`src/rtl/nvs_pkg.sv`:
```
package nvs_pkg;
  // width of a down counter that must hold values 0..n
  function automatic int cnt_width(input int n);
    return (n < 2) ? 1 : $clog2(n + 1);
  endfunction
endpackage

```
`src/rtl/nvs_window.sv`:
```
module nvs_window #(
  parameter int AW       = 2,
  parameter int DW       = 8,
  parameter int GAP_CLKS = 2
) (
  input  logic          clk,
  input  logic          rst_n,
  input  logic          accept_en,
  input  logic          frame_start,
  input  logic          prog_en,
  input  logic          frame_valid,
  input  logic [AW-1:0] frame_addr,
  input  logic [DW-1:0] frame_data,
  output logic          frame_ready,
  output logic          req_valid,
  output logic [AW-1:0] req_addr,
  output logic [DW-1:0] req_data
);
  localparam int GW = nvs_pkg::cnt_width(GAP_CLKS);

  logic          win_q, armed_q, first_q;
  logic [GW-1:0] gap_q;
  logic [AW-1:0] pend_addr_q;
  logic [DW-1:0] pend_data_q;
  logic          accept;

  assign frame_ready = accept_en && (gap_q == '0);
  assign accept      = frame_valid && frame_ready;
  // decision taken on the edge that follows acceptance
  assign req_valid   = first_q && (armed_q || (win_q && prog_en));
  assign req_addr    = pend_addr_q;
  assign req_data    = pend_data_q;

  always_ff @(posedge clk or negedge rst_n) begin
    if (!rst_n) begin
      win_q       <= 1'b0;
      armed_q     <= 1'b0;
      first_q     <= 1'b0;
      gap_q       <= '0;
      pend_addr_q <= '0;
      pend_data_q <= '0;
    end else begin
      first_q <= accept;
      if (accept) begin
        pend_addr_q <= frame_addr;
        pend_data_q <= frame_data;
        gap_q       <= GW'(GAP_CLKS);
      end else if (gap_q != '0) begin
        gap_q <= gap_q - 1'b1;
      end
      if (frame_start && frame_ready) begin
        win_q   <= 1'b1;
        armed_q <= 1'b0;
      end else if (first_q) begin
        win_q   <= 1'b0;
        armed_q <= 1'b0;
      end else if (win_q && prog_en) begin
        armed_q <= 1'b1;
      end
    end
  end


  gap_after_accept_chk: assert property (@(posedge clk) disable iff (!rst_n)
    (frame_valid && frame_ready) |=> !frame_ready);


  req_needs_window_chk: assert property (@(posedge clk) disable iff (!rst_n)
    req_valid |-> (win_q && $past(accept)));
endmodule

```
`src/rtl/nvs_write_timer.sv`:
```
module nvs_write_timer #(
  parameter int AW         = 2,
  parameter int DW         = 8,
  parameter int WRITE_CLKS = 64
) (
  input  logic          clk,
  input  logic          rst_n,
  input  logic          supply_ok,
  input  logic          req_valid,
  input  logic [AW-1:0] req_addr,
  input  logic [DW-1:0] req_data,
  output logic          busy,
  output logic          rdy_busy_n,
  output logic          commit,
  output logic [AW-1:0] commit_addr,
  output logic [DW-1:0] commit_data
);
  localparam int CW = nvs_pkg::cnt_width(WRITE_CLKS);

  logic          busy_q;
  logic [CW-1:0] cnt_q;
  logic [AW-1:0] addr_q;
  logic [DW-1:0] data_q;

  assign busy        = busy_q;
  assign rdy_busy_n  = !(busy_q && supply_ok);
  assign commit      = busy_q && supply_ok && (cnt_q == '0);
  assign commit_addr = addr_q;
  assign commit_data = data_q;

  always_ff @(posedge clk or negedge rst_n) begin
    if (!rst_n) begin
      busy_q <= 1'b0;
      cnt_q  <= '0;
      addr_q <= '0;
      data_q <= '0;
    end else if (!busy_q) begin
      if (req_valid && supply_ok) begin
        busy_q <= 1'b1;
        cnt_q  <= CW'(WRITE_CLKS - 1);
        addr_q <= req_addr;
        data_q <= req_data;
      end
    end else if (!supply_ok) begin
      busy_q <= 1'b0;
    end else if (cnt_q == '0) begin
      busy_q <= 1'b0;
    end else begin
      cnt_q <= cnt_q - 1'b1;
    end
  end


  abort_on_low_supply_chk: assert property (@(posedge clk) disable iff (!rst_n)
    (busy_q && !supply_ok) |=> !busy_q);


  start_needs_supply_chk: assert property (@(posedge clk) disable iff (!rst_n)
    $rose(busy_q) |-> $past(req_valid && supply_ok));
endmodule

```
`src/rtl/nvs_store.sv`:
```
module nvs_store #(
  parameter int          NUM_CH    = 4,
  parameter int          AW        = 2,
  parameter int          DW        = 8,
  parameter logic [7:0]  INIT_CODE = 8'h80
) (
  input  logic                 clk,
  input  logic                 por_n,
  input  logic                 rst_n,
  input  logic                 wr_en,
  input  logic [AW-1:0]        wr_addr,
  input  logic [DW-1:0]        wr_data,
  output logic                 loading,
  output logic [NUM_CH*DW-1:0] live_codes
);
  localparam int IW = nvs_pkg::cnt_width(NUM_CH);

  logic [DW-1:0] mem_q  [NUM_CH];
  logic [DW-1:0] live_q [NUM_CH];
  logic [IW-1:0] idx_q;
  logic          loading_q;

  assign loading = loading_q;

  always_ff @(posedge clk or negedge por_n) begin
    if (!por_n) begin
      for (int i = 0; i < NUM_CH; i++) mem_q[i] <= DW'(INIT_CODE);
    end else if (wr_en) begin
      mem_q[wr_addr] <= wr_data;
    end
  end

  always_ff @(posedge clk or negedge rst_n) begin
    if (!rst_n) begin
      loading_q <= 1'b1;
      idx_q     <= '0;
    end else if (loading_q) begin
      idx_q <= idx_q + 1'b1;
      if (idx_q == IW'(NUM_CH - 1)) loading_q <= 1'b0;
    end
  end

  for (genvar g = 0; g < NUM_CH; g++) begin : g_ch
    always_ff @(posedge clk or negedge rst_n) begin
      if (!rst_n) begin
        live_q[g] <= '0;
      end else if (loading_q && idx_q == IW'(g)) begin
        live_q[g] <= mem_q[g];
      end else if (wr_en && wr_addr == AW'(g)) begin
        live_q[g] <= wr_data;
      end
    end
    assign live_codes[g*DW +: DW] = live_q[g];


    live_only_on_event_chk: assert property (@(posedge clk) disable iff (!rst_n)
      (!loading_q && !(wr_en && wr_addr == AW'(g))) |=> $stable(live_q[g]));
  end


  load_ends_chk: assert property (@(posedge clk) disable iff (!rst_n)
    (loading_q && idx_q == IW'(NUM_CH - 1)) |=> !loading_q);
endmodule

```
`src/rtl/nv_store_seq.sv`:
```
module nv_store_seq #(
  parameter int         NUM_CH     = 4,
  parameter int         DW         = 8,
  parameter int         WRITE_CLKS = 64,
  parameter int         GAP_CLKS   = 2,
  parameter logic [7:0] INIT_CODE  = 8'h80,
  localparam int        AW         = (NUM_CH < 2) ? 1 : $clog2(NUM_CH)
) (
  input  logic                 clk,
  input  logic                 por_n,
  input  logic                 rst_n,
  input  logic                 frame_start,
  input  logic                 prog_en,
  input  logic                 supply_ok,
  input  logic                 frame_valid,
  input  logic [AW-1:0]        frame_addr,
  input  logic [DW-1:0]        frame_data,
  output logic                 frame_ready,
  output logic                 rdy_busy_n,
  output logic                 hold,
  output logic [NUM_CH*DW-1:0] live_codes
);
  logic          busy, loading, req_valid, commit;
  logic [AW-1:0] req_addr, commit_addr;
  logic [DW-1:0] req_data, commit_data;

  assign hold = busy || loading;

  nvs_window #(.AW(AW), .DW(DW), .GAP_CLKS(GAP_CLKS)) u_window (
    .clk(clk), .rst_n(rst_n), .accept_en(!hold),
    .frame_start(frame_start), .prog_en(prog_en),
    .frame_valid(frame_valid), .frame_addr(frame_addr), .frame_data(frame_data),
    .frame_ready(frame_ready),
    .req_valid(req_valid), .req_addr(req_addr), .req_data(req_data)
  );

  nvs_write_timer #(.AW(AW), .DW(DW), .WRITE_CLKS(WRITE_CLKS)) u_timer (
    .clk(clk), .rst_n(rst_n), .supply_ok(supply_ok),
    .req_valid(req_valid), .req_addr(req_addr), .req_data(req_data),
    .busy(busy), .rdy_busy_n(rdy_busy_n),
    .commit(commit), .commit_addr(commit_addr), .commit_data(commit_data)
  );

  nvs_store #(.NUM_CH(NUM_CH), .AW(AW), .DW(DW), .INIT_CODE(INIT_CODE)) u_store (
    .clk(clk), .por_n(por_n), .rst_n(rst_n),
    .wr_en(commit), .wr_addr(commit_addr), .wr_data(commit_data),
    .loading(loading), .live_codes(live_codes)
  );


  busy_flag_implies_hold_chk: assert property (@(posedge clk) disable iff (!rst_n)
    !rdy_busy_n |-> hold);


  no_accept_in_hold_chk: assert property (@(posedge clk) disable iff (!rst_n)
    hold |-> !frame_ready);
endmodule

```
`config.mk`:
```
export PLATFORM = sky130hd
export DESIGN_NAME = nv_store_seq
export DESIGN_NICKNAME = d
export VERILOG_FILES = /design/src/rtl/nvs_pkg.sv /design/src/rtl/nvs_window.sv /design/src/rtl/nvs_write_timer.sv /design/src/rtl/nvs_store.sv /design/src/rtl/nv_store_seq.sv
export SDC_FILE = /design/constraint.sdc
export NUM_CORES = 1
export LEC_CHECK = 0
export ABC_AREA = 1
export BUFFER_PORTS_ARGS = -buffer_cell sky130_fd_sc_hd__buf_2
export CAP_MARGIN = 25
export CORE_MARGIN = 2
export CORE_UTILIZATION = 35
export CTS_CLUSTER_SIZE = 28
export DETAILED_ROUTE_END_ITERATION = 8
export PLACE_DENSITY_LB_ADDON = 0.08
export RECOVER_POWER = 50
export SETUP_SLACK_MARGIN = 0.4
export SLEW_MARGIN = 25
export SYNTH_ARGS = -nofsm -noshare
export SYNTH_HDL_FRONTEND = slang
export SYNTH_HIERARCHICAL = 1
export SYNTH_SLANG_ARGS = --single-unit
```
`constraint.sdc`:
```
create_clock -name clk -period 4.86 [get_ports clk]
set_input_delay 0.243 -clock clk [delete_from_list [all_inputs] [get_ports clk]]
set_output_delay 0.243 -clock clk [all_outputs]
set_load 0.02 [all_outputs]
```
==> impl_results.md, run 1 <==
* CTS tree: done
* Cts repair resizes at 0
* Wire per inst at 14.5 um
* Max Fclk at 380 MHz
* Netlist cell types at 24
* Pre-antenna DRT Iters at 4
* Failing checks: max-capacitance violations, max-slew violations
* Synthesized cell area at 4450 sq um
* Post-synth EDFFs at 0
* CP Max Fanout at 24
* Final Hold Viols at 0
* Area grow syn2layout at 14.2%
* Final Max Slew Viols at 33
* Starting Density at 0.356
* Setup TNS at 0 ns
* Fin util at 0.406
* Fin nets at 582
* Clock-pin slew on the worst setup and hold paths at 0.06 ns
* Drt drc at 0
* Total GRT Usage at 0.171
* Yosys synthesis warning count at 6
* CP Launch Type: flip-flop
* Setup repair after global routing missed its margin: no
* Clk sink count at 101
* Initial antenna violation count at 0
* Min cycle time layout at 2.63 ns
* Gr ovfl total at 0
* HPWL after detailed placement at 7080 um
* Die height at 117 um
* Worst Setup End Kind: flip-flop
* Sequential area share after synthesis at 0.569
* Ant diodes at 0
* Power per Cell Area at 440 nW/um^2
* Setup-failing EPs final at 0
* Share of the synthesized area in the top cell type at 0.539
* Largest net degree at the start of global routing at 70
* Worst Path Arrival at 2.86 ns
* Critical path type: reg2reg
* Port Buffer Count at 51
* Slew @ Worst Pin at 1.75 ns
* Hold buffers post-CTS at 1
* Predominant post-synthesis flop cell: dfrtp_1
* Setup Fix Bufs, Post-CTS at 0
* Final period utilization at 0.542
* Status: finished with violations
* Most common cell in the netlist: nand2_1
* Min-Delay Path Class: in2reg
* Seq cells post-synth at 101
* Fraction of registers with async set/reset at 1.00
* CTS buffer count at 9
* Die X at 117 um
* Post-Syn Area per Cell at 8.73 sq um
* Cells after Synth at 510
* Row count at 41
* Syn Nets at 535
* I/O pins at 52
* Final Wtd Congestion at 0.770
* Antenna Nets Post-Route at 0
* Synth area leaders: dfrtp_1, nand2_1, nand3_1
* Max-Slew Margin vs Limit at -0.165
* # Max-Cap Violations at 1
* Min-delay src: frame_data[6]
* Critical Path RT at 5.08 ns
* WL final at 10,700 um
* Clk root buf: clkbuf_16
* DR vias at 3,520
* First-pass GRT wire length at 17,500 um
* CP startpoint: u_timer/cnt_q[0]
* Core Region at 12,500 sq um
* Pleak at 0.00241 uW
* Synth cell count leaders: nand2_1, dfrtp_1, nand3_1, inv_1, o21ai_0
* Top cell type by total area after synthesis: dfrtp_1
* Number of global-route vias before repair at 3,356
* Peak VDD IR at 0.249 mV
* Worst Clk Skew at 0.00705 ns
* Die area at 13,600 sq um
* Worst-case clock buffer depth at 2
* Number of H-tree levels at 3
* DR iter-0 viols at 165
* Ratio of cells with drive above 1 in the final layout at 0.123
* Drt via density at 4.80
* Clock latency on the worst-skew pair at 0.34 ns
* Critical R2R Launch: u_timer/cnt_q[0]
-- flip-flops by register name (all words and copies together), names as in the netlist, 2 cells and up --
register,cells
u_store/live_codes,32
u_store/mem_q,32
u_timer/commit_data,8
u_window/req_data,8
u_timer/cnt_q,7
u_store/idx_q,3
u_timer/commit_addr,2
u_window/gap_q,2
u_window/req_addr,2
-- cell families after synthesis --
group,count (synthesis),share of synthesized area
AND/OR/NAND/NOR,301,0.301
flip-flops,101,0.569
buffers and inverters,56,0.0542
AO/OA/AOI/OAI,43,0.0509
adder cells (fa/ha/maj),8,0.0225
XOR/XNOR,1,0.00197
-- critical path, stage by stage, from the launching register on --
cell and delay [ns]:
dfrtp_1 0.39, inv_1 0.10, ha_1 0.15, inv_1 0.04, nor2_2 0.11, nand3_4 0.15
nor2_1 0.43, nand3_1 0.72, nand3_1 0.33, nand3_1 0.09
-- path summary, 6_finish.rpt --
| kind | endpoint | slack [ns] | cells past startpoint |
|---|---|---|---|
| worst min register to register | u_store/live_codes[27] | 0.46 | 2 |
| min in group asynchronous | u_timer/busy | 0.11 | 2 |
| worst max-delay path | u_store/live_codes[15] | 2.23 | 9 |
| worst min-delay path | u_window/req_data[6] | 0.09 | 3 |
| worst max register to register | u_store/live_codes[15] | 2.23 | 9 |
| max in group asynchronous | u_store/mem_q[14] | 2.95 | 2 |
-- routing by layer --
metal | GRT usage | share of wire
met5 | 0 | 0
met4 | 0.0416 | 0.014
met3 | 0.0469 | 0.039
met2 | 0.264 | 0.46
met1 | 0.240 | 0.49
-- layout by cell type, fill, tap and decap left out, types with 2 or more instances in the layout --
cell,instances
nand4_1,5
nor2_1,10
dfrtp_1,96
clkbuf_1,22
inv_2,2
clkbuf_16,9
nand2_1,177
nor2_4,3
o21ai_0,34
a21oi_1,3
buf_2,35
inv_1,36
nand3_2,5
o21ai_1,5
ha_1,8
dfstp_2,4
nand2_2,4
nand3_1,94
-- through the flow --
| step | std cells | instance area, sq um | power [uW] | worst slack [ns] | hold WS (ns) |
|---|---|---|---|---|---|
| 2_1_floorplan | 510 | 4450 | 1410 | 3.02 | -0.0526 |
| 3_3_place_gp | 717 | 4840 | 1620 | 2.28 | 0.350 |
| 3_5_place_dp | 717 | 4840 | 1620 | 2.25 | 0.350 |
| 4_1_cts | 734 | 5100 | 2280 | 2.23 | 0.0821 |
| 5_1_grt | 734 | 5080 | 2410 | 1.92 | 0.0815 |
| 6_report | 734 | 5080 | 2240 | 2.23 | 0.0928 |
-- power breakdown --
group | internal (uW) | leakage (uW) | switching, uW | total, uW
Clock | 350 | 0.000122 | 298 | 647
Sequential | 977 | 0.00121 | 181 | 1160
Combinational | 143 | 0.00108 | 291 | 434
-- final cells by class --
cell class                 count  area (sq um)
clock buffer                  15           248
clock inverter                 1          8.76
fill                        1328          7430
inverter                      39           148
multi-input combinational    353          1680
sequential                   101          2530
tap                          172           215
timing repair buffer          53           253
No activity file was read; power rests on OpenSTA's default activity.
==> run 2, diff against run 1 <==
clock period = 2.3 ns   (was 4.86 ns; I/O delays follow)
==> run 2 against run 1 <==
Clock skew up 0.0066 ns. Sequential share of layout area fell by 3.4 points. The flow now finishes without violations. Critical endpoint is now u_store/live_codes[9]. Cell count grew 3.7%. Non-clock buffer count increased by 27. Sequential cell count unchanged. Utilization increased by 3.0 points. Largest cell class unchanged. Maximum frequency is 50% higher. Power increased by 130%. Clock power grew to 2.5 times the previous value. Worst hold slack worse by 0.075 ns.
==> impl_results.md, run 2 (synthesis results as in run 1) <==
* First-pass GRT wire length at 17,800 um (+1.7%)
* Slew @ Worst Pin at 0.758 ns (-0.989 ns)
* Initial antenna violation count at 0 (unchanged)
* Row count at 41 (unchanged)
* Most common cell after layout, fill and taps aside: nand2_1
* Hold slack at 0.0174 ns (-0.0754 ns)
* Final Hold Viols at 0 (unchanged)
* Min-Delay Path Class: in2reg
* Pleak at 0.00258 uW (+6.9%)
* Starting Density at 0.356 (unchanged)
* WL final at 11,100 um (+4.0%)
* Final period utilization at 0.766 (+0.224)
* # Max-Cap Violations at 0 (-1)
* Clock-pin slew on the worst setup and hold paths at 0.07 ns (about the same)
* Clk sink count at 101 (unchanged)
* I/O pins at 52 (unchanged)
* Ratio of cells with drive above 1 in the final layout at 0.158 (+0.0351)
* Fill cell count at 1,294 (-2.6%)
* R2R depth at 4 (-5)
* CTS tree: done
* Total GRT Usage at 0.175 (+0.00454)
* Highest-count cells in the layout ignoring fill and taps: nand2_1, dfrtp_1, nand3_1
* Drt drc at 0 (unchanged)
* Setup repair after global routing missed its margin: no
* Max-Slew Margin vs Limit at 0.495 (+0.659)
* Ant diodes at 0 (unchanged)
* Worst-case clock buffer depth at 2 (unchanged)
* Critical R2R Launch: u_store/loading
* Drt via density at 4.72 (-1.5%)
* FF+latch area at 2530 sq um (unchanged)
* R2r endpoint: u_store/live_codes[9]
* Area grow syn2layout at 22.5%
* CTS buffer count at 9 (unchanged)
* Critical Path RT at 2.58 ns (-2.50 ns)
* Max Fclk at 568 MHz (+50%)
* Antenna Nets Post-Route at 0 (unchanged)
* Pre-antenna DRT Iters at 4 (unchanged)
* HPWL after detailed placement at 7250 um (+2.5%)
* Min cycle time layout at 1.76 ns (-0.873 ns)
* Critical path type: reg2reg
* Clk root buf: clkbuf_16
* CP Max Fanout at 18 (-25%)
* Fin nets at 609 (+4.6%)
* Setup TNS at 0 ns (unchanged)
* Number of H-tree levels at 3 (unchanged)
* Hold Path Depth at 3 (unchanged)
* Final Max Slew Viols at 0 (-100%)
* Gr ovfl total at 0 (unchanged)
* Area of the multi-input gates at 1710 sq um (+1.6%)
* Die height at 117 um (unchanged)
* Final Wtd Congestion at 0.786 (+2.1%)
* Worst Setup End Kind: flip-flop
* Setup-failing EPs final at 0 (unchanged)
* DR vias at 3,593 (+2.1%)
* Worst Clk Skew at 0.0136 ns (+0.00660 ns)
* Power per Cell Area at 929 nW/um^2 (+110%)
* Min-delay src: frame_start
* Number of global-route vias before repair at 3,412 (+1.7%)
* Core Region at 12,500 sq um (unchanged)
* Peak VDD IR at 0.384 mV (+54%)
* DR iter-0 viols at 245 (+48%)
* Worst Hold Path EP: u_window/win_q
* Max incr delay on CP at 0.78 ns (+0.06 ns)
* Crit-path cells: nand3_2 > inv_1 > nand2_1 > nand3_1
* Largest net degree at the start of global routing at 70 (unchanged)
* Die area at 13,600 sq um (unchanged)
* CP Launch Type: flip-flop
* CP max stage cell: dfstp_2
* Worst Path Arrival at 2.05 ns (-0.81 ns)
* Clock latency on the worst-skew pair at 0.36 ns (+0.02 ns)
* Status: finished clean
* Die X at 117 um (unchanged)
* Worst R2R Setup Slack at 0.54 ns (-1.69 ns)
* Port Buffer Count at 51 (unchanged)
* Wire per inst at 14.6 um (+0.35%)
-- run 2: cell types whose count changed in the layout (fill, tap and decap cells not counted), sizes merged --
cell,before,now
clkbuf,31,32
dlygate4sd3,1,12
bufinv,0,2
buf,36,49
-- run 2: cell type report --
cell class              instances  area share
clock inverters                 3      0.0126
multi-input cells             353       0.313
flip-flops and latches        101       0.464
well taps                     172      0.0394
repair buffers                 80      0.0979
clock buffers                  13      0.0459
inverters                      39      0.0271
-- run 2: worst max-delay path by stage --
stage | from | end | slack, ns | cells past startpoint
floorplan | u_timer/cnt_q[0] | u_store/live_codes[24] | 0.46 | 11
global placement | u_timer/cnt_q[0] | u_store/live_codes[22] | 0.45 | 11
detailed placement | u_timer/cnt_q[0] | u_store/live_codes[13] | 0.41 | 11
CTS | u_timer/cnt_q[0] | u_store/live_codes[16] | 0.41 | 11
global route | u_timer/cnt_q[1] | u_store/live_codes[7] | 0.40 | 12
finish | u_store/loading | u_store/live_codes[9] | 0.54 | 4
-- run 2: worst max-delay path, delay by kind of cell, from the launching register on --
kind                   cells  cell delay (ns)
AND/OR/NAND/NOR            3             0.58
flip-flops                 1             0.78
buffers and inverters      1             0.32
-- run 2: repair_timing --
item                                    CTS  global route
resized for setup                         2            12
hold buffers                             12             0
endpoints found under the setup margin    3            64
endpoints found under the hold margin   106             0
buffers inserted                          0             6
gates cloned                              0             1
-- run 2: through the flow --
step	instance area, sq um	instances	power (uW)	worst slack (ns)	util
2_1_floorplan	4450	510	2980	0.460	-
3_3_place_gp	4920	726	3400	0.447	0.393
3_5_place_dp	4920	726	3430	0.408	0.393
4_1_cts	5360	754	5100	0.410	0.428
5_1_grt	5460	761	5370	0.402	0.436
6_report	5460	761	5070	0.538	0.436
-- run 2: per-layer routing --
layer / vias up / routed length (um) / track usage
met5: - / 0 / 0
met4: 0 / 190 / 0.0565
met3: 13 / 495 / 0.0479
met2: 69 / 4980 / 0.261
met1: 1710 / 5440 / 0.249
li1: 1801 / - / -
-- run 2: report_power, final --
group,switching (uW),internal (uW)
clock,651,987
sequential,398,2060
combinational,640,327
total,1690,3380
